### config.mk
export PLATFORM = sky130hd
export DESIGN_NAME = cal_sequencer
export DESIGN_NICKNAME = d
export VERILOG_FILES = /design/src/rtl/cal_seq_pkg.sv /design/src/rtl/cal_cmd_sync.sv /design/src/rtl/cal_cmd_qual.sv /design/src/rtl/cal_pwrup_dly.sv /design/src/rtl/cal_run_ctrl.sv /design/src/rtl/cal_sequencer.sv
export SDC_FILE = /design/constraint.sdc
export NUM_CORES = 1
export LEC_CHECK = 0
export CORE_MARGIN = 4
export CORE_UTILIZATION = 25
export CTS_CLUSTER_SIZE = 8
export DETAILED_ROUTE_END_ITERATION = 8
export DONT_BUFFER_PORTS = 1
export PLACE_DENSITY = 0.36
export SLEW_MARGIN = 20
export SYNTH_ARGS = -nofsm -noshare
export SYNTH_HDL_FRONTEND = slang
export SYNTH_HIERARCHICAL = 1
export SYNTH_SLANG_ARGS = --single-unit
### constraint.sdc
create_clock -name clk -period 2 [get_ports clk]
set_input_delay 0.4 -clock clk [delete_from_list [all_inputs] [get_ports clk]]
set_output_delay 0.4 -clock clk [all_outputs]
set_load 0.01 [all_outputs]
### src/rtl/cal_seq_pkg.sv
package cal_seq_pkg;

   typedef enum logic [1:0] {
      SRC_NONE    = 2'd0,
      SRC_POWERUP = 2'd1,
      SRC_COMMAND = 2'd2
   } cal_src_e;

endpackage

### src/rtl/cal_cmd_sync.sv
module cal_cmd_sync #(
   parameter int STAGES = 2
) (
   input  logic clk,
   input  logic rst_n,
   input  logic d_i,
   output logic q_o
);
   logic [STAGES-1:0] stg_q;

   generate
      if (STAGES < 2) begin : g_bad
         $error("cal_cmd_sync: STAGES must be at least 2");
      end
   endgenerate

   // Reset to the idle-high level so reset itself never counts as a low run.
   always_ff @(posedge clk or negedge rst_n) begin
      if (!rst_n) stg_q <= '1;
      else        stg_q <= {stg_q[STAGES-2:0], d_i};
   end

   assign q_o = stg_q[STAGES-1];
endmodule

### src/rtl/cal_cmd_qual.sv
module cal_cmd_qual #(
   parameter int RUN_LEN = 10
) (
   input  logic clk,
   input  logic rst_n,
   input  logic lvl_i,
   output logic start_o
);
   localparam int RW = $clog2(RUN_LEN + 1);
   localparam logic [RW-1:0] LEN    = RW'(RUN_LEN);
   localparam logic [RW-1:0] LEN_M1 = RW'(RUN_LEN - 1);

   logic [RW-1:0] lo_q, hi_q;
   logic          armed_q, start_q;

   generate
      if (RUN_LEN < 2) begin : g_bad
         $error("cal_cmd_qual: RUN_LEN must be at least 2");
      end
   endgenerate

   always_ff @(posedge clk or negedge rst_n) begin
      if (!rst_n) begin
         lo_q    <= '0;
         hi_q    <= '0;
         armed_q <= 1'b0;
         start_q <= 1'b0;
      end else begin
         start_q <= 1'b0;
         if (!lvl_i) begin
            hi_q    <= '0;
            if (lo_q != LEN) lo_q <= lo_q + 1'b1;
            armed_q <= (lo_q >= LEN_M1);
         end else begin
            lo_q <= '0;
            if (hi_q != LEN) hi_q <= hi_q + 1'b1;
            if (armed_q && (hi_q == LEN_M1)) begin
               start_q <= 1'b1;
               armed_q <= 1'b0;
            end
         end
      end
   end

   assign start_o = start_q;
endmodule

### src/rtl/cal_pwrup_dly.sv
module cal_pwrup_dly #(
   parameter int EXP_SHORT = 24,
   parameter int EXP_LONG  = 30
) (
   input  logic clk,
   input  logic rst_n,
   input  logic hold_i,
   input  logic sel_i,
   output logic fire_o
);
   localparam int CW = EXP_LONG + 1;
   localparam logic [CW-1:0] LIM_S = (CW'(1) << EXP_SHORT) - CW'(1);
   localparam logic [CW-1:0] LIM_L = (CW'(1) << EXP_LONG) - CW'(1);

   logic [CW-1:0] cnt_q;
   logic          done_q, fire_q;
   logic [CW-1:0] lim;

   generate
      if (EXP_SHORT < 1 || EXP_SHORT >= EXP_LONG || EXP_LONG > 40) begin : g_bad
         $error("cal_pwrup_dly: need 1 <= EXP_SHORT < EXP_LONG <= 40");
      end
   endgenerate

   assign lim = sel_i ? LIM_L : LIM_S;

   always_ff @(posedge clk or negedge rst_n) begin
      if (!rst_n) begin
         cnt_q  <= '0;
         done_q <= 1'b0;
         fire_q <= 1'b0;
      end else begin
         fire_q <= 1'b0;
         if (!done_q && !hold_i) begin
            if (cnt_q >= lim) begin
               fire_q <= 1'b1;
               done_q <= 1'b1;
            end else begin
               cnt_q <= cnt_q + 1'b1;
            end
         end
      end
   end

   assign fire_o = fire_q;
endmodule

### src/rtl/cal_run_ctrl.sv
module cal_run_ctrl
   import cal_seq_pkg::*;
#(
   parameter int CAL_CYCLES = 2048
) (
   input  logic clk,
   input  logic rst_n,
   input  logic pwr_dn_i,
   input  logic cmd_lvl_i,
   input  logic pu_fire_i,
   input  logic cmd_start_i,
   input  logic done_i,
   input  logic fsr_i,
   output logic busy_o,
   output logic stale_o
);
   logic     busy_q, pend_q, stale_q, fsr_q;
   logic     pu_want, drop_pu, finish, abort, tmr_end;
   cal_src_e src;

   always_comb begin
      pu_want = pend_q || pu_fire_i;
      drop_pu = pu_want && cmd_lvl_i && !busy_q;
      src     = SRC_NONE;
      if (!busy_q && !pwr_dn_i) begin
         if (pu_want && !cmd_lvl_i) src = SRC_POWERUP;
         else if (cmd_start_i)      src = SRC_COMMAND;
      end
      abort  = busy_q && pwr_dn_i;
      finish = busy_q && !pwr_dn_i && (done_i || tmr_end);
   end

   generate
      if (CAL_CYCLES > 0) begin : g_timer
         localparam int TW = $clog2(CAL_CYCLES + 1);
         logic [TW-1:0] tmr_q;
         assign tmr_end = busy_q && (tmr_q == TW'(CAL_CYCLES - 1));
         always_ff @(posedge clk or negedge rst_n) begin
            if (!rst_n)                   tmr_q <= '0;
            else if (src != SRC_NONE)     tmr_q <= '0;
            else if (busy_q && !tmr_end)  tmr_q <= tmr_q + 1'b1;
         end
      end else begin : g_ext_only
         assign tmr_end = 1'b0;
      end
   endgenerate

   always_ff @(posedge clk or negedge rst_n) begin
      if (!rst_n) begin
         busy_q  <= 1'b0;
         pend_q  <= 1'b0;
         stale_q <= 1'b1;
         fsr_q   <= 1'b0;
      end else begin
         fsr_q <= fsr_i;
         if (abort || finish)        busy_q <= 1'b0;
         else if (src != SRC_NONE)   busy_q <= 1'b1;
         if (src != SRC_NONE || drop_pu) pend_q <= 1'b0;
         else if (pu_fire_i)             pend_q <= 1'b1;
         if ((fsr_i != fsr_q) || abort) stale_q <= 1'b1;
         else if (finish)               stale_q <= 1'b0;
      end
   end

   assign busy_o  = busy_q;
   assign stale_o = stale_q;
endmodule

### src/rtl/cal_sequencer.sv
module cal_sequencer #(
   parameter int DLY_EXP_SHORT = 24,
   parameter int DLY_EXP_LONG  = 30,
   parameter int RUN_LEN       = 10,
   parameter int SYNC_STAGES   = 2,
   parameter int CAL_CYCLES    = 2048
) (
   input  logic clk,
   input  logic rst_n,
   input  logic cal_cmd_i,
   input  logic pwr_dn_i,
   input  logic dly_sel_i,
   input  logic fsr_sel_i,
   input  logic cal_done_i,
   output logic cal_busy_o,
   output logic recal_req_o
);
   logic cmd_lvl, cmd_start, pu_fire;

   cal_cmd_sync #(.STAGES(SYNC_STAGES)) u_sync (
      .clk(clk), .rst_n(rst_n), .d_i(cal_cmd_i), .q_o(cmd_lvl)
   );

   cal_cmd_qual #(.RUN_LEN(RUN_LEN)) u_qual (
      .clk(clk), .rst_n(rst_n), .lvl_i(cmd_lvl), .start_o(cmd_start)
   );

   cal_pwrup_dly #(.EXP_SHORT(DLY_EXP_SHORT), .EXP_LONG(DLY_EXP_LONG)) u_dly (
      .clk(clk), .rst_n(rst_n), .hold_i(pwr_dn_i), .sel_i(dly_sel_i),
      .fire_o(pu_fire)
   );

   cal_run_ctrl #(.CAL_CYCLES(CAL_CYCLES)) u_run (
      .clk(clk), .rst_n(rst_n), .pwr_dn_i(pwr_dn_i), .cmd_lvl_i(cmd_lvl),
      .pu_fire_i(pu_fire), .cmd_start_i(cmd_start), .done_i(cal_done_i),
      .fsr_i(fsr_sel_i), .busy_o(cal_busy_o), .stale_o(recal_req_o)
   );
endmodule

# --- Yosys cells after proc, flatten, opt, wreduce, memory -nomap -nowiden ---
# Cells that the tools add are included.
word_totals:
  register_bits: 61
  in_bits: 7
  out_inout_bits: 2
  wordCells: 78
op_classes:
  add_sub_neg: 4
  order_cmp: 2
  n_eq_ne: 7
  n_mux: 22
  bitwise: 1
  reduce_logical: 29
ops:
  columns: ["operator", "n"]
  rows:
  - ["adder 31 x 1 -> 31 bit, second input constant", 1]
  - [">= comparator 31 bit", 1]
  - ["2-to-1 mux 30 bit", 1]
  - ["2-to-1 mux 12 bit", 2]
  - ["2-to-1 mux 4 bit", 4]
  - ["adder 12 x 1 -> 12 bit, second input constant", 1]
  - ["== test 12 x 11 -> 1 bit, second input constant", 1]
  - ["2-to-1 mux 1 bit", 12]
  - ["nonzero test 2 bit", 6]
  - ["logical AND 1 bit", 11]
  - ["adder 4 x 1 -> 4 bit, second input constant", 2]
  - ["inequality test 4 bit, second input constant", 2]
  - ["2-to-1 mux 2 bit", 3]
  - ["zero test 1 bit", 5]
  - ["logical OR 1 bit", 5]
  - ["== test 4 bit, second input constant", 1]
  - [">= comparator 4 bit, second input constant", 1]
  - ["inequality test 2 x 1 -> 1 bit, second input constant", 2]
  - ["AND reduction 2 bit", 2]
  - ["inequality test 1 bit", 1]
  - ["NOT 1 bit", 1]

# --- Depth between registers and ports, before layout ---
# Gate-level depths: netlist of run 1.
logic_depth:
  word_depth: 7
  depth_mapped: 9
  mapped_depth_nobuf: 8

# --- By module ---
# The synthesis of run 1 kept the hierarchy.
modules_own_cells:
  columns: ["mod", "instances", "cells_per_inst", "area_per_inst_um2", "seq_area_each_um2"]
  rows:
  - ["cal_pwrup_dly", 1, 174, 1778.0, 825.8]
  - ["cal_run_ctrl", 1, 82, 843.3, 401.6]
  - ["cal_cmd_qual", 1, 51, 556.8, 250.2]
  - ["cal_cmd_sync", 1, 2, 52.6, 52.6]

# --- Worst setup path after synthesis of run 1 ---
# No wires, ideal clock.
synth_timing:
  kind: "input port to flip-flop"
  startpoint: "in dly_sel_i"
  endpoint: "reg u_dly.cnt_q[28]"
  setup_ns: 0.123
  arrival_time_ns: 2.119
  t_required_ns: 1.877
  setup_slack_ns: -0.242
  cell_stages: 8
  n_path_buf: 0
  cell_sequence: "inv_1 > ha_1 > a21o_1 > a211oi_1 > o21a_1 > nand3_1 > or4_1 > xnor2_1"
synth_between:
  elab_chain_cells: 4
synth_rtl:
  columns: ["element", "line", "source"]
  rows:
  - ["start: declaration", "cal_sequencer.sv:12", "input logic dly_sel_i,"]
  - ["2-to-1 mux 30 bit", "cal_pwrup_dly.sv:25", "assign lim = sel_i ? LIM_L : LIM_S;"]
  - [">= comparator 31 bit", "cal_pwrup_dly.sv:35", "if (cnt_q >= lim) begin"]
  - ["NOT 1 bit (no source line)", null, null]
  - ["AND reduction 2 bit (no source line)", null, null]
  - ["end signal: assignment", "cal_pwrup_dly.sv:39", "cnt_q <= cnt_q + 1'b1;"]
  - ["end: declaration", "cal_pwrup_dly.sv:15", "logic [CW-1:0] cnt_q;"]
# No other way between the ends.
# A chain may end at the register's enable or synchronous reset.

# --- Worst setup path in the final report of run 1 ---
layout_timing:
  startpoint: "reg u_dly.cnt_q[28]"
  endpoint: "reg u_dly.cnt_q[28]"
layout_between:
  elab_chain_cells: 3
  word_cells_on_any_way: 4
  cone_classes: "1 x add/sub; 1 x order compare; 1 x bitwise; 1 x reduce/logical"
layout_rtl:
  columns: ["element", "line"]
  rows:
  - [">= comparator 31 bit", "cal_pwrup_dly.sv:35"]
  - ["NOT 1 bit (no source line)", null]
  - ["AND reduction 2 bit (no source line)", null]
# Several ways; a longest one is shown, not always the timed one.

==> summary.txt, run 1 <==
Run status
  – Outcome: finished, violations left
  – Violated checks: setup timing

Floorplanning
  – Die area: 0.0148 mm^2
  – Core Box Area: 0.0126 mm^2
  – Die height: 122 um
  – Die Width: 122 um
  – Initial Util: 0.256
  – # rows: a little over 40
  – Number of I/O pins: 9

Route
  – Detail Route Antenna Nets: 0
  – Vias: 2416
  – DR DRC count: 0
  – Post-DR wirelength/cell: between 10 and 15 um
  – Vias/cell: 4.42
  – Iter 0 DRT Violations: around 120
  – TritonRoute pass-1 iters: 4
  – Routed WL: 7270 um

Worst hold path
  – Worst hold stages: 0
  – Hold EP: u_sync/stg_q[0]
  – Hold WC Path Type: input port to flop
  – Hold Crit Start: cal_cmd_i

Clocking
  – # H-tree levels: 3
  – Max Root-Sink Buffers: 2
  – CTS tree: built
  – Clock slew at reported path FFs: 0.05 ns
  – Total CTS buffers: 9
  – Clk Latency, worst-skew pair: 0.33 ns
  – Root buffer cell: clkbuf_16
  – Clock sink count: between 60 and 70

Flow run
  – # Max-Cap Violations: 0

GRT
  – Gr ovfl total: 0
  – Global Route Usage Sum: 0.109
  – First-pass GRT wire length: roughly 13000 um
  – Number of global-route vias before repair: 2467
  – Initial antenna violation count: 0
  – Largest net degree at the start of global routing: between 60 and 70

Synthesis
  – Synth warn: 6
  – Synthesized instance count: 309
  – Most used DFF post-synth: dfrtp_1
  – Post-synth EDFFs: 0
  – Unique cell type count in the Yosys netlist: 57
  – Async set or reset register ratio after synthesis: 1.00
  – Post-Syn Area per Cell: 10.5 um^2
  – Post-Syn Area: 0.00323 mm^2
  – Synth top area share: 0.449
  – Area contributors post-synth: dfrtp_1, xnor2_1, ha_1
  – Sequential share of the synthesized area: 0.474
  – Flops & latches, synth: 61
  – Largest area contributor in the netlist: dfrtp_1
  – Mapped Nets: 331

Power and ir drop
  – Sw frac: 0.262
  – LEAKAGE: about 0.0020 uW
  – Pint: 2740 uW
  – PwrDens: 830 mW/mm^2
  – Clock power frac: 0.461
  – Sequential power share: 0.401
  – VDD IR-drop max: 0.287 mV
  – Net Sw Power: 972 uW
  – Logic pwr share: 0.139

Setup path
  – Worst path required time: 2.21 ns
  – Critical Setup Path Class: flop to flop
  – CP Launch Type: flop
  – R2R Path End: u_dly/cnt_q[28]
  – Crit Path Max Fanout: 5
  – CP arrival: 2.23 ns
  – Nature of the critical path endpoint: flop
  – Worst Reg-to-Reg Cells: 7
  – Worst r2r src: u_dly/cnt_q[28]
  – Register-to-register setup slack: -0.01 ns

Layout
  – Post-layout util: 0.355
  – Antenna Cells: 0
  – Share of cells above drive strength 1: 0.345
  – Most frequent cells in the layout: dfrtp_1, buf_4, nand3_1, nand2_1, xnor2_1
  – Most common cell after layout, fill and taps aside: dfrtp_1
  – Area growth syn-to-layout: 38.5%
  – Fin area: 0.00447 mm^2
  – # nets final: approximately 400

Place
  – Post-Place Worst Slack: -0.326 ns
  – PortBufs: 0
  – DP HPWL: 4890 um
  – RePlAce Congestion: 0.728
  – Area after DPL: 0.00379 mm^2

Timing
  – Max Freq: 497 MHz
  – Slew Limit Fails: 0
  – Final hold vios: 0
  – RSZ-0062 raised after global routing: yes
  – Final period util: 1.01
  – Min Tclk post-route: 2.01 ns
  – Setup slack after layout: -0.0136 ns
  – Worst-margin pin slew: 0.437 ns
  – Slew headroom: 0.708
  – Final setup fails: 1
  – Worst Skew: between 0.008 and 0.009 ns
[worst max path at each step]
| stage | start | end | slack [ns] | cells after the start |
|---|---|---|---|---|
| CTS | u_dly/cnt_q[28] | u_dly/cnt_q[28] | -0.05 | 7 |
| floorplan | dly_sel_i | u_dly/cnt_q[1] | -0.17 | 9 |
| global placement | dly_sel_i | u_dly/cnt_q[25] | -0.31 | 9 |
| detailed placement | dly_sel_i | u_dly/cnt_q[6] | -0.33 | 9 |
| finish | u_dly/cnt_q[28] | u_dly/cnt_q[28] | -0.01 | 7 |
| global route | u_dly/cnt_q[29] | u_dly/cnt_q[15] | -0.11 | 9 |
[layer usage]
metal	track usage	wire [um]	share of wire
met5	0	0	0
met4	0.0588	187	0.026
met3	0.0246	172	0.024
met2	0.157	3150	0.43
met1	0.152	3760	0.52
[registers in the layout, indices dropped and copies added (netlist names)]
name	flops
u_dly/done_q	1
u_run/busy_o	1
u_run/g_timer.tmr_q	12
u_qual/hi_q	4
u_run/pend_q	1
u_dly/fire_o	1
u_sync/stg_q	2
u_run/stale_o	1
u_dly/cnt_q	31
u_run/fsr_q	1
u_qual/start_o	1
u_qual/armed_q	1
u_qual/lo_q	4
[logic make-up (layout without fill, tap and decap cells)]
family	after synthesis	after routing	share of synthesized area
AND/OR/NAND/NOR	139	139	0.253
AO/OA/AOI/OAI	35	35	0.0744
multiplexers	8	8	0.0252
flip-flops	61	61	0.474
adder cells (fa/ha/maj)	15	15	0.0581
XOR/XNOR	34	34	0.0922
buffers and inverters	17	82	0.0232
[metrics by stage]
stage | std cells | power, uW | TNS [ns] | hold slack (ns)
6_report | 546 | 3710 | -0.0136 | 0.0639
3_3_place_gp | 517 | 1900 | -5.13 | 0.107
4_1_cts | 540 | 3740 | -0.530 | 0.0438
2_1_floorplan | 309 | 1760 | -0.299 | 0.104
3_5_place_dp | 517 | 1910 | -6.29 | 0.107
5_1_grt | 546 | 3930 | -1.54 | 0.0436
[power by group through the flow]
stage / clock network, uW / logic (uW) / registers [uW]
global placement: 0 / 400 / 1500
global route: 1830 / 585 / 1520
floorplan: 0 / 279 / 1480
detailed placement: 0 / 404 / 1500
finish: 1710 / 514 / 1490
CTS: 1780 / 477 / 1480
[synth_stat cells, drive strengths merged, types with 4 or more instances]
cell     n
ha      15
nand3   30
or3      4
nor2    22
and2     6
a21oi    7
mux2i    7
nand3b   4
inv     11
xor2    12
nand4   12
dfrtp   58
o21ai    7
nor3     9
buf      4
and3     7
nor4     8
xnor2   22
nand2   23
[layout make-up]
cell class                      instances  area (um^2)
Clock buffer                           11          243
Fill cell                            1290         8150
Multi-Input combinational cell        231         1890
Inverter                               11         45.0
Sequential cell                        61         1530
Clock inverter                          5         83.8
Tap cell                              172          215
Timing Repair Buffer                   55          469
[critical path: stages, from the launching register on]
cell      delay [ns]
dfrtp_1         0.41
ha_4            0.22
a21o_1          0.16
a211oi_2        0.23
o21a_4          0.19
nand3_4         0.12
or4_4           0.43
xnor2_1         0.13
[what timing repair did]
action	in CTS	in global routing
pin swaps	7	26
setup endpoints to repair	13	31
hold buffers	2	0
setup buffers	6	6
cloned	0	0
hold endpoints to repair	61	0
resized for setup	16	30
Power figures use the tool's default switching activity.
==> run 2: changes to the inputs <==
CTS_CLUSTER_DIAMETER = 50   (was default)
==> results of run 2 <==
Final layout, timing and power as in run 1 (identical DEF).
==> run 3: changes to the inputs <==
CORE_MARGIN = default   (was 4)
TNS_END_PERCENT = 100   (was default)
==> run 3 against run 2 <==
- the run now ends clean
- wire length grew 1.1%
- die area shrank 9.6%
- setup slack gained 0.020 ns
- cell area shrank 3.8%
- sequential share of layout area grew 1.3 points
- global-route usage grew 1.4 points
- critical path type unchanged
- largest power group unchanged
- non-clock buffer count shrank 5
==> summary.txt, run 3 (same netlist as run 1, synthesis figures left out) <==
Run status
  – Outcome: finished, final reports clean

Route
  – Detail Route Antenna Nets: 0
  – Routed WL: ~7300 um
  – DR DRC count: 0
  – Post-DR wirelength/cell: roughly 14 um
  – Vias: between 2000 and 2500
  – TritonRoute pass-1 iters: 4
  – Vias/cell: 4.52
  – Iter 0 DRT Violations: 96

Layout
  – Antenna Cells: 0
  – Register name with the most flops: u_dly/cnt_q
  – Top flop regs: u_dly/cnt_q x31, u_run/g_timer.tmr_q x12
  – Most common cell after layout, fill and taps aside: dfrtp_1
  – Largest register FFs: 31
  – Share of cells above drive strength 1: 0.295
  – Filler cells: around 1300
  – Finished Layout Cells: 541
  – Most frequent cells in the layout: dfrtp_1, buf_4, nand3_1
  – Fin area: 0.00431 mm^2
  – Area growth syn-to-layout: 33.3%
  – # nets final: 386

Timing
  – Setup slack after layout: 0.00589 ns
  – Setup TNS: 0 ns
  – Max Freq: 501 MHz
  – Worst-margin pin slew: 0.383 ns
  – RSZ-0062 raised after global routing: yes
  – Final hold vios: 0
  – Final setup fails: 0
  – Slew Limit Fails: 0
  – Slew headroom: 0.743
  – Min Tclk post-route: roughly 2 ns
  – Final period util: 0.997
  – Worst Skew: 0.00881 ns

Place
  – Dpl cells: 519
  – Post-Place Worst Slack: -0.356 ns
  – Area after DPL: around 0.0038 mm^2
  – RePlAce Congestion: roughly 0.70
  – PortBufs: 0
  – DP HPWL: between 5000 and 6000 um

GRT
  – Global Route Usage Sum: 0.123
  – First-pass GRT wire length: 12100 um
  – Number of global-route vias before repair: between 2000 and 2500
  – Gr ovfl total: 0
  – Initial antenna violation count: 0
  – Largest net degree at the start of global routing: 62

Setup path
  – Crit Path Max Fanout: 4
  – Worst Reg-to-Reg Cells: 7
  – CP arrival: approximately 2.2 ns
  – Crit path capture: u_dly/cnt_q[28]
  – Worst Setup SP: u_dly/cnt_q[28]
  – Worst path required time: 2.22 ns
  – Nature of the critical path endpoint: flop
  – Register-to-register setup slack: 0.006 ns
  – R2R Path End: u_dly/cnt_q[28]
  – Critical Setup Path Class: flop to flop
  – CP Launch Type: flop
  – Worst r2r src: u_dly/cnt_q[28]

Worst hold path
  – Hold WC Path Type: input port to flop
  – Worst hold stages: 0

Clocking
  – Clock slew at reported path FFs: 0.05 ns
  – # H-tree levels: 3
  – Max Root-Sink Buffers: 2
  – Root buffer cell: clkbuf_16
  – Clk Latency, worst-skew pair: 0.34 ns
  – Clock sink count: 61
  – Total CTS buffers: 9
  – CTS tree: built

Floorplanning
  – Core Box Area: between 0.01 and 0.015 mm^2
  – Die area: between 0.01 and 0.015 mm^2
  – Number of I/O pins: 9
  – # rows: 41
  – Die height: 116 um
  – Die Width: between 100 and 150 um
  – Initial Util: 0.256

Flow run
  – # Max-Cap Violations: 0

Power and ir drop
  – VDD IR-drop max: 0.288 mV
  – PwrDens: 844 mW/mm^2
  – LEAKAGE: around 0.0019 uW
==> run 3: changes by cell type in the layout (fill, tap and decap cells not counted), moves of 3 or more <==
cell,before,now
xnor2_1,19,22
nor2_1,17,21
xnor2_2,3,0
nand3_2,9,3
buf_6,7,1
nand3_1,20,26
==> run 3: stage by stage <==
step | total power (uW) | utilization | hold slack [ns]
2_1_floorplan | 1760 | - | 0.104
3_3_place_gp | 1900 | 0.302 | 0.107
3_5_place_dp | 1910 | 0.302 | 0.106
4_1_cts | 3680 | 0.333 | 0.0423
5_1_grt | 3840 | 0.341 | 0.0351
6_report | 3630 | 0.341 | 0.0596
==> run 3: layout make-up <==
class                      instances  area [um^2]  share of cell area
clock inverter                     4         72.6              0.0169
timing repair buffer              50          402              0.0933
multi-input combinational        231         1790               0.417
sequential                        61         1530               0.355
tap                              172          215              0.0500
clock buffer                      12          246              0.0573
inverter                          11         45.0              0.0105
==> run 3: how the worst min path moves through the flow <==
stage,to,start,slack (ns)
final,u_sync/stg_q[0],cal_cmd_i,0.06
after global routing,u_sync/stg_q[0],cal_cmd_i,0.04
after CTS,u_sync/stg_q[0],cal_cmd_i,0.04
after detailed placement,u_dly/cnt_q[29],rst_n,0.11
after global placement,u_dly/cnt_q[30],rst_n,0.11
after floorplan,u_dly/cnt_q[0],rst_n,0.10
==> run 3: what timing repair did <==
item / 4_1_cts / 5_1_grt
hold buffers: 2 / 0
cloned: 0 / 0
hold endpoints to repair: 61 / 0
resized for setup: 6 / 13
pin swaps: 5 / 4
buffers inserted: 2 / 3
setup endpoints to repair: 19 / 24
==> run 3: per-layer routing <==
layer	GRT usage	up-vias	part of all wire	routed length, um
met1	0.165	1201	0.52	3860
met2	0.178	16	0.43	3140
li1	-	1215	-	-
met3	0.0345	11	0.025	184
met5	0	-	0	0
met4	0.0692	0	0.022	162
==> run 3: critical path, stage by stage (launching register included) <==
cell	delay, ns
dfrtp_1	0.40
ha_4	0.22
a21o_1	0.16
a211oi_2	0.19
o21a_2	0.22
nand3_4	0.11
or4_4	0.44
xnor2_1	0.13
==> run 3: power by group <==
| part | switching, uW | internal [uW] |
|---|---|---|
| sequential | 122 | 1360 |
| combinational | 246 | 222 |
| clock | 559 | 1120 |
